<file path="src/rtl/disp_scan_pkg.sv">
package disp_scan_pkg;

    typedef enum logic [1:0] {
        PH_IDLE  = 2'd0,
        PH_BLANK = 2'd1,
        PH_ON    = 2'd2,
        PH_HOLD  = 2'd3
    } scan_phase_e;

endpackage

</file>
<file path="src/rtl/disp_glyph_lookup.sv">
module disp_glyph_lookup #(
    parameter int CODE_W = 6,
    parameter int COL_W  = 3,
    parameter int ROWS   = 7
) (
    input  logic [CODE_W-1:0] code,
    input  logic [COL_W-1:0]  col,
    output logic [ROWS-1:0]   rows
);
    localparam int SW = ROWS + COL_W + CODE_W + 4;

    logic [SW-1:0] sum;

    always_comb begin
        sum  = SW'(code) + SW'(col) * SW'(9);
        rows = sum[ROWS-1:0];
    end

endmodule

</file>
<file path="src/rtl/disp_phase_timer.sv">
module disp_phase_timer #(
    parameter int CNT_W = 8
) (
    input  logic             clk,
    input  logic             rst_n,
    input  logic             restart,
    input  logic [CNT_W-1:0] limit,
    output logic             expired
);
    logic [CNT_W-1:0] cnt_d, cnt_q;

    always_comb begin
        cnt_d = cnt_q;
        if (restart)
            cnt_d = '0;
        else if (cnt_q != limit)
            cnt_d = cnt_q + CNT_W'(1);
    end

    always_ff @(posedge clk or negedge rst_n) begin
        if (!rst_n) cnt_q <= '0;
        else        cnt_q <= cnt_d;
    end

    assign expired = (cnt_q == limit);

    // a running interval never passes its limit
    p_count_in_window_r3: assert property (@(posedge clk) disable iff (!rst_n)
        (!restart && cnt_q <= limit) |=> (cnt_q <= $past(limit)));

endmodule

</file>
<file path="src/rtl/dual_group_scan.sv">
module dual_group_scan
    import disp_scan_pkg::*;
#(
    parameter int COL_CYCLES   = 11000,
    parameter int GUARD_CYCLES = 12500,
    parameter int NCOLS        = 5,
    parameter int ROWS         = 7,
    parameter int CODE_W       = 6,
    parameter int POS_W        = 4
) (
    input  logic                      clk,
    input  logic                      rst_n,
    input  logic [2*CODE_W+POS_W-1:0] bus_data,
    input  logic                      start,
    input  logic                      clr,
    output logic [ROWS-1:0]           row_lo,
    output logic [ROWS-1:0]           row_hi,
    output logic [NCOLS-1:0]          col_sel,
    output logic [POS_W-1:0]          pos_sel,
    output logic                      busy
);
    localparam int BUS_W   = 2*CODE_W + POS_W;
    localparam int COL_W   = (NCOLS > 1) ? $clog2(NCOLS) : 1;
    localparam int MAX_LIM = (COL_CYCLES > GUARD_CYCLES) ? COL_CYCLES : GUARD_CYCLES;
    localparam int CNT_W   = $clog2(MAX_LIM + 1);
    localparam logic [CNT_W-1:0] LIM_COL   = CNT_W'(COL_CYCLES - 1);
    localparam logic [CNT_W-1:0] LIM_GUARD = CNT_W'(GUARD_CYCLES - 1);
    localparam logic [COL_W-1:0] LAST_COL  = COL_W'(NCOLS - 1);

    typedef struct packed {
        scan_phase_e      ph;
        logic [COL_W-1:0] col;
        logic [POS_W-1:0] pos;
        logic [ROWS-1:0]  lo_rows;
    } scan_state_t;

    scan_state_t s_d, s_q;

    logic [CODE_W-1:0] code_lo, code_hi, lookup_code;
    logic [ROWS-1:0]   glyph_rows;
    logic              lit;
    logic              tmr_restart, tmr_exp;
    logic [CNT_W-1:0]  tmr_limit;

    assign code_lo = bus_data[CODE_W-1:0];
    assign code_hi = bus_data[2*CODE_W-1:CODE_W];

    // shared lookup: lower code in the blank cycle, live upper code otherwise
    assign lookup_code = (s_q.ph == PH_BLANK) ? code_lo : code_hi;

    disp_glyph_lookup #(
        .CODE_W(CODE_W),
        .COL_W (COL_W),
        .ROWS  (ROWS)
    ) u_lookup (
        .code(lookup_code),
        .col (s_q.col),
        .rows(glyph_rows)
    );

    assign tmr_limit   = (s_q.ph == PH_HOLD) ? LIM_GUARD : LIM_COL;
    assign tmr_restart = (s_q.ph == PH_IDLE) || (s_q.ph == PH_BLANK) ||
                         ((s_q.ph == PH_ON) && tmr_exp);

    disp_phase_timer #(
        .CNT_W(CNT_W)
    ) u_timer (
        .clk    (clk),
        .rst_n  (rst_n),
        .restart(tmr_restart),
        .limit  (tmr_limit),
        .expired(tmr_exp)
    );

    always_comb begin
        s_d = s_q;
        if (clr) begin
            s_d.ph = PH_IDLE;
        end else begin
            unique case (s_q.ph)
                PH_IDLE, PH_HOLD: begin
                    if (start) begin
                        s_d.ph  = PH_BLANK;
                        s_d.col = '0;
                        s_d.pos = bus_data[BUS_W-1:2*CODE_W];
                    end else if (s_q.ph == PH_HOLD && tmr_exp) begin
                        s_d.ph = PH_IDLE;
                    end
                end
                PH_BLANK: begin
                    s_d.lo_rows = glyph_rows;
                    s_d.ph      = PH_ON;
                end
                PH_ON: begin
                    if (tmr_exp) begin
                        if (s_q.col == LAST_COL) begin
                            s_d.ph = PH_HOLD;
                        end else begin
                            s_d.col = s_q.col + COL_W'(1);
                            s_d.ph  = PH_BLANK;
                        end
                    end
                end
                default: s_d.ph = PH_IDLE;
            endcase
        end
    end

    always_ff @(posedge clk or negedge rst_n) begin
        if (!rst_n) s_q <= '{ph: PH_IDLE, col: '0, pos: '0, lo_rows: '0};
        else        s_q <= s_d;
    end

    assign lit     = (s_q.ph == PH_ON) || (s_q.ph == PH_HOLD);
    assign row_lo  = lit ? s_q.lo_rows : '0;
    assign row_hi  = lit ? glyph_rows  : '0;
    assign pos_sel = s_q.pos;
    assign busy    = (s_q.ph == PH_BLANK) || (s_q.ph == PH_ON);

    for (genvar c = 0; c < NCOLS; c++) begin : g_col
        assign col_sel[c] = lit && (s_q.col == COL_W'(c));
    end

    // at most one column driven at a time
    p_col_onehot_r3: assert property (@(posedge clk) disable iff (!rst_n)
        $onehot0(col_sel));

    // a lit column either stays or goes dark; never jumps to another column
    p_col_via_blank_r3: assert property (@(posedge clk) disable iff (!rst_n)
        (col_sel != '0) |=> (col_sel == '0 || col_sel == $past(col_sel)));

    // an accepted start latches the position and raises busy
    p_start_accept_r2: assert property (@(posedge clk) disable iff (!rst_n)
        (start && !busy && !clr) |=> (busy && pos_sel == $past(bus_data[BUS_W-1:2*CODE_W])));

    // a start during a scan leaves the position untouched
    p_busy_ignore_r7: assert property (@(posedge clk) disable iff (!rst_n)
        (start && busy && !clr) |=> $stable(pos_sel));

    // the lower half does not move while its column stays lit
    p_lo_held_r5: assert property (@(posedge clk) disable iff (!rst_n)
        (col_sel != '0) |=> (col_sel == '0 || $stable(row_lo)));

    // clear blanks everything on the next cycle
    p_clear_blanks_r9: assert property (@(posedge clk) disable iff (!rst_n)
        clr |=> (col_sel == '0 && row_lo == '0 && row_hi == '0 && !busy));

endmodule

</file>
<file path="config.mk">
export PLATFORM = sky130hd
export DESIGN_NAME = dual_group_scan
export DESIGN_NICKNAME = d
export VERILOG_FILES = /design/src/rtl/disp_scan_pkg.sv /design/src/rtl/disp_glyph_lookup.sv /design/src/rtl/disp_phase_timer.sv /design/src/rtl/dual_group_scan.sv
export SDC_FILE = /design/constraint.sdc
export NUM_CORES = 1
export LEC_CHECK = 0
export CELL_PAD_IN_SITES_DETAIL_PLACEMENT = 0
export CELL_PAD_IN_SITES_GLOBAL_PLACEMENT = 1
export CORE_ASPECT_RATIO = 1.1
export CORE_MARGIN = 4
export CORE_UTILIZATION = 25
export DETAILED_ROUTE_END_ITERATION = 6
export PLACE_DENSITY = 0.57
export SYNTH_ARGS = -nofsm -noshare
export SYNTH_HDL_FRONTEND = slang
export SYNTH_SLANG_ARGS = --single-unit
export TNS_END_PERCENT = 5
</file>
<file path="constraint.sdc">
create_clock -name clk -period 3.7 [get_ports clk]
set_input_delay 0.74 -clock clk [delete_from_list [all_inputs] [get_ports clk]]
set_output_delay 0.74 -clock clk [all_outputs]
set_load 0.02 [all_outputs]
</file>
Yosys cells after proc, flatten, opt, wreduce, memory -nomap -nowiden
Index checks and enable logic that the tools add are counted.
- flip-flop bits (word level): 30
- input port bits: 20
- output and inout port bits: 24
- $add $sub $neg: 3
- $mul: 1
- eq/ne operators: 14
- multiplexer cells: 15
- bitwise logic cells: 1
- reduce and logical (&&, ||, !) cells: 20
- operator list (cell ; count):
    $mux 14 ; 2
    $mux 7 ; 3
    $add 14x1->14 const B ; 1
    $eq 14x14->1 ; 1
    $ne 14x14->1 ; 1
    $mux 13 ; 1
    $mux 2 ; 4
    $add 6x7->7 ; 1
    $logic_and 1x1->1 ; 7
    $mul 3x4->7 const B ; 1
    $eq 3x2->1 const B ; 2
    $mux 6 ; 1
    $ne 2x2->1 const B ; 3
    $pmux 2 s3 ; 1
    $pmux 3 s2 ; 1
    $mux 5 ; 1
    $reduce_and 5->1 ; 1
    $eq 2x2->1 const B ; 2
    $logic_or 1x1->1 ; 4
    $ne 4x4->1 const B ; 1
    $reduce_and 2->1 ; 2
    $reduce_bool 2->1 ; 2
    $add 3x1->3 const B ; 1
    $eq 3x1->1 const B ; 1
    other kinds (9) ; 9

Longest topological paths before layout
- word-level depth: 8
- mapped depth: 11

Modules after synthesis
A second synthesis with hierarchy kept.
- cell total of the unflattened synthesis: 229
- area total of the unflattened synthesis: 2316.0 sq um
- by module, submodules not included (module ; instances ; cells each ; area each (sq um) ; sequential area each (sq um)):
    dual_group_scan ; 1 ; 102 ; 1108.6 ; 400.4
    disp_phase_timer ; 1 ; 98 ; 932.1 ; 350.3
    disp_glyph_lookup ; 1 ; 29 ; 275.3 ; 0.0

Worst setup path before layout
Ideal clock, no wire load.
- path kind: flip-flop to output port
- from: register s_q[15] (netlist name)
- to: output port row_hi[6]
- data arrival time: 3025 ps
- data required time: 2960 ps
- path slack: -65 ps
- cell stages (with the launch flop): 12
- path buffers: 1
- cells stage by stage: dfrtp_1 -> inv_1 -> ha_1 -> clkbuf_1 -> mux2_2 -> ha_1 -> ha_1 -> a21o_1 -> a21o_1 -> a21oi_1 -> nor2_1 -> a211oi_1
- word-level cells in the longest chain between the ends: 4
- ends and longest elaborated chain (what ; RTL line ; RTL):
    start, declared ; dual_group_scan.sv:37 ; scan_state_t s_d, s_q;
    start signal, assigned ; dual_group_scan.sv:110 ; if (!rst_n) s_q <= '{ph: PH_IDLE, col: '0, pos: '0, lo_rows: '0};
    $eq 2x1->1 ; dual_group_scan.sv:49 ; assign lookup_code = (s_q.ph == PH_BLANK) ? code_lo : code_hi;
    $mux 6 ; dual_group_scan.sv:49 ;
    $add 6x7->7 ; disp_glyph_lookup.sv:15 ; sum = SW'(code) + SW'(col) * SW'(9);
    $mux 7 (*) ; dual_group_scan.sv:116 ; assign row_hi = lit ? glyph_rows : '0;
    end, declared ; dual_group_scan.sv:17 ; output logic [ROWS-1:0] row_hi,
Mark *: on every way between the ends. The rest lies on a longest branch, timed or not.

Worst setup path after layout
- from: register s_q[15] (netlist name)
- to: output port row_hi[5]
The elaborated chain is that of the path after synthesis.

==> reports/qor.log <==
qor: run_status.status complete, no violations
qor: global_routing.grt_first_pass_wirelength 8231 µm
qor: routing.drc 0
qor: logic_synthesis.post_synthesis_cell_area 0.002058 mm²
qor: logic_synthesis.ys_ff_latch 30
qor: floorplan.dieWidth 94.51 µm
qor: global_routing.first_global_vias 1680
qor: placed_design.detailed_place_hpwl 3765 µm
qor: power.sequentialPowerShare 43.6%
qor: sta.period_share 95.64%
qor: finish.layout_common_cells sky130_fd_sc_hd__clkdlybuf4s50_1 (32), sky130_fd_sc_hd__dfrtp_1 (30), sky130_fd_sc_hd__nor2_1 (28), sky130_fd_sc_hd__buf_4 (20), sky130_fd_sc_hd__ha_1 (16)
qor: placed_design.place.port_buffers 43
qor: setup_path.worst-endpoint-required 2960 ps
qor: clock_network.cts-root-buf sky130_fd_sc_hd__clkbuf_8
qor: logic_synthesis.synth.area.top_cells sky130_fd_sc_hd__dfrtp_1 (36%), sky130_fd_sc_hd__ha_1 (13%), sky130_fd_sc_hd__nor2_1 (5.1%), sky130_fd_sc_hd__xor2_1 (4.7%), sky130_fd_sc_hd__mux2_2 (4.4%)
qor: sta.achievable-frequency 282.6 MHz
qor: sta.slew_limit_fails 0
qor: finish.seq_area 750.7 µm²
qor: power.net-switching-power 260.3 µW
qor: finish.multi_input_comb_area 0.001320 mm²
qor: finish.drive_gt1_share 19.63%
qor: worst_hold_path.hp-class reg2reg
qor: logic_synthesis.synth_area_per_cell 9.801 µm²
qor: sta.worstMarginPinSlew 598.8 ps
qor: routing.via_count 1654
qor: finish.area_delta_synth_final 40.85%
qor: sta.timing.clock.skew 7.262 ps
qor: logic_synthesis.syn-num-nets 252
qor: power.share_comb_of_total_power 25.6%
qor: clock_network.cts_tree done
qor: power.cellLeakagePower 0.001246 µW
qor: clock_network.cts_max_path_buffers 2
qor: setup_path.crit_end row_hi[5]
qor: logic_synthesis.synth_warnings 0
qor: setup_path.crit_path_max_fanout 5
qor: logic_synthesis.synth_edf_count 0
qor: clock_network.worst_skew_pair.late_latency 280 ps
qor: setup_path.reg2regPathDepth 11
qor: sta.final_hold_viol_count 0
qor: routing.drtIter0Drc 43
qor: sta.maxSlewHeadroom 59.99%
qor: sta.setup_violations 0
qor: clock_network.clkTransAtPathRegs 70 ps
qor: finish.num-nets-final 311
qor: routing.routed_wl 4933 µm
qor: setup_path.reg_to_reg_setup_timing_slack 970 ps
qor: logic_synthesis.synth_cells 210
qor: placed_design.routabilityCongestion 0.7190
qor: setup_path.setup.worst_path.start_class register
qor: power.clockPowerShare 30.8%
qor: clock_network.cts_buffers 5
qor: logic_synthesis.synth_largest_type_area_fraction 36.47%
qor: routing.drtPass1Iterations 4
qor: sta.min_period 3539 ps
qor: power.power.ir.vdd_worst 141.0 µV
qor: logic_synthesis.ys_types 48
qor: power.swShare 28.54%
qor: setup_path.worstPathArrival 2800 ps
qor: finish.final_cell_count_no_fill 378
qor: floorplan.number_of_placement_rows 34
qor: power.p_per_area 314.6 mW/mm²
qor: sta.timing.setup.tns 0 ps
qor: floorplan.core_area 0.007955 mm²
qor: setup_path.startpoint s_q[15]$_DFFE_PN0P_
qor: logic_synthesis.synth_flop_cell sky130_fd_sc_hd__dfrtp_1
qor: logic_synthesis.synth.yosys.seq_area_share 36.47%
qor: logic_synthesis.postSynth.asyncResetShare 100.0%
qor: setup_path.critical_path_class reg2out
qor: placed_design.post-place-cells 370
qor: global_routing.grt_start_max_net_pins 31
qor: power.p_int 651.8 µW
qor: clock_network.clkSinkCount 30
qor: routing.avgRoutedWirePerCell 13.05 µm
qor: setup_path.rr_startpoint s_q[15]$_DFFE_PN0P_
qor: routing.viasPerCell 4.376
qor: floorplan.floorplan.die_area 0.009750 mm²
qor: routing.route.antenna.remaining_nets 0
qor: run.drv_cap 0
qor: global_routing.grt_util_all_layers 10.92%
qor: clock_network.htree_num_levels 2
qor: finish.antenna-diode-count 0
qor: floorplan.num_ports 44
qor: global_routing.grt_remaining_overflow 0
qor: clock_network.total_setup_buffers_inserted_after_cts 0
qor: floorplan.die_y 103.2 µm
qor: finish.mostFrequentLayoutCell sky130_fd_sc_hd__clkdlybuf4s50_1
qor: floorplan.floorplan.initialDensity 25.87%
qor: finish.fill_cell_total_of_the_finished_layout 848
qor: global_routing.grt_antenna_before_repair 0
qor: setup_path.reg2reg_to s_q[6]$_DFFE_PN0P_
qor: setup_path.cp-end-kind output pin
qor: logic_synthesis.synth_top_area_cell sky130_fd_sc_hd__dfrtp_1
layout make-up:
cell class,count,area share (%)
Inverter,8,1.036
Clock buffer,6,2.849
Tap cell,108,4.661
Multi-Input combinational cell,163,45.53
Timing Repair Buffer,61,19.59
Sequential cell,30,25.90
Clock inverter,2,0.4316
worst min-delay path by stage:
stage          slack, ps                endpoint                from  depth (start not counted)
6_report             470      s_q[4]$_DFFE_PN0P_  s_q[4]$_DFFE_PN0P_                          2
5_1_grt              520      s_q[2]$_DFFE_PN0P_  s_q[2]$_DFFE_PN0P_                          1
4_1_cts              480      s_q[4]$_DFFE_PN0P_  s_q[4]$_DFFE_PN0P_                          2
3_5_place_dp         460      s_q[4]$_DFFE_PN0P_  s_q[4]$_DFFE_PN0P_                          2
3_3_place_gp         460      s_q[3]$_DFFE_PN0P_  s_q[3]$_DFFE_PN0P_                          2
2_1_floorplan        440  pos_sel[0]$_DFFE_PN0P_               rst_n                          0
per-stage QoR:
| step | utilization, % | power (µW) | worst slack [ps] | hold WS (ps) | cell area [µm²] |
|---|---|---|---|---|---|
| after global routing | 36.44 | 980.7 | -11.82 | 523.1 | 2899 |
| after floorplan | - | 540.3 | 83.22 | 442.2 | 2063 |
| after detailed placement | 34.07 | 631.2 | -468.1 | 462.3 | 2710 |
| after CTS | 35.44 | 925.2 | 24.75 | 477.0 | 2819 |
| final | 36.44 | 912.1 | 161.2 | 472.0 | 2899 |
| after global placement | 34.07 | 629.7 | -451.7 | 456.4 | 2710 |
layer usage:
metal  part of all wire, %  global-route usage, %
met3                   5.6                  2.993
met4                   1.2                  3.552
met5                     0                      0
met1                    44                  13.17
met2                    49                  18.89
state kept, by name (all words and copies together) (netlist names):
signal	cells
u_timer.cnt_q	14
s_q	12
pos_sel	4
cells in the mapped netlist, types with 2 or more instances:
master / number
sky130_fd_sc_hd__a21o_1: 4
sky130_fd_sc_hd__a21oi_1: 6
sky130_fd_sc_hd__buf_4: 5
sky130_fd_sc_hd__clkbuf_1: 3
sky130_fd_sc_hd__dfrtp_1: 30
sky130_fd_sc_hd__ha_1: 21
sky130_fd_sc_hd__inv_1: 7
sky130_fd_sc_hd__mux2_1: 5
sky130_fd_sc_hd__mux2_2: 8
sky130_fd_sc_hd__mux2i_1: 3
sky130_fd_sc_hd__nand2_1: 12
sky130_fd_sc_hd__nand3_1: 6
sky130_fd_sc_hd__nor2_1: 28
sky130_fd_sc_hd__nor2b_1: 11
sky130_fd_sc_hd__nor3_1: 3
sky130_fd_sc_hd__nor3b_1: 5
sky130_fd_sc_hd__nor4b_1: 2
sky130_fd_sc_hd__nor4bb_1: 2
sky130_fd_sc_hd__o21ai_0: 4
sky130_fd_sc_hd__o21ai_1: 3
sky130_fd_sc_hd__xnor2_1: 5
sky130_fd_sc_hd__xor2_1: 11
repair_timing:
action                                  4_1_cts  5_1_grt
hold buffers                                  0        0
pin swaps                                     1        8
gates resized for setup                      20       18
endpoints found under the setup margin        5        4
power by group through the flow:
stage          combinational [µW]  sequential, µW  clock, µW
3_5_place_dp                  227             404          0
2_1_floorplan                 143             397          0
5_1_grt                       260             407        314
3_3_place_gp                  228             402          0
6_report                      234             398        281
4_1_cts                       231             398        297
cell families after synthesis:
kind of cell	synth area share, %
and+or+nand+nor	20.12
AOI/OAI and AO/OA	10.21
muxes	8.571
DFF	36.47
xor gates and xnor gates	6.808
buffers and inverters	4.073
adders and majority gates	13.74
critical path, stage by stage (launching register included):
cell and delay, ps:
sky130_fd_sc_hd__dfrtp_1 390, sky130_fd_sc_hd__inv_2 80, sky130_fd_sc_hd__ha_4 180, sky130_fd_sc_hd__mux2_4 330, sky130_fd_sc_hd__ha_4 250, sky130_fd_sc_hd__ha_4 160, sky130_fd_sc_hd__fa_2 380, sky130_fd_sc_hd__a21o_1 190
sky130_fd_sc_hd__a21oi_2 130, sky130_fd_sc_hd__xor2_1 200, sky130_fd_sc_hd__nor2_1 70, sky130_fd_sc_hd__buf_4 150
Power figures use the tool's default switching activity.
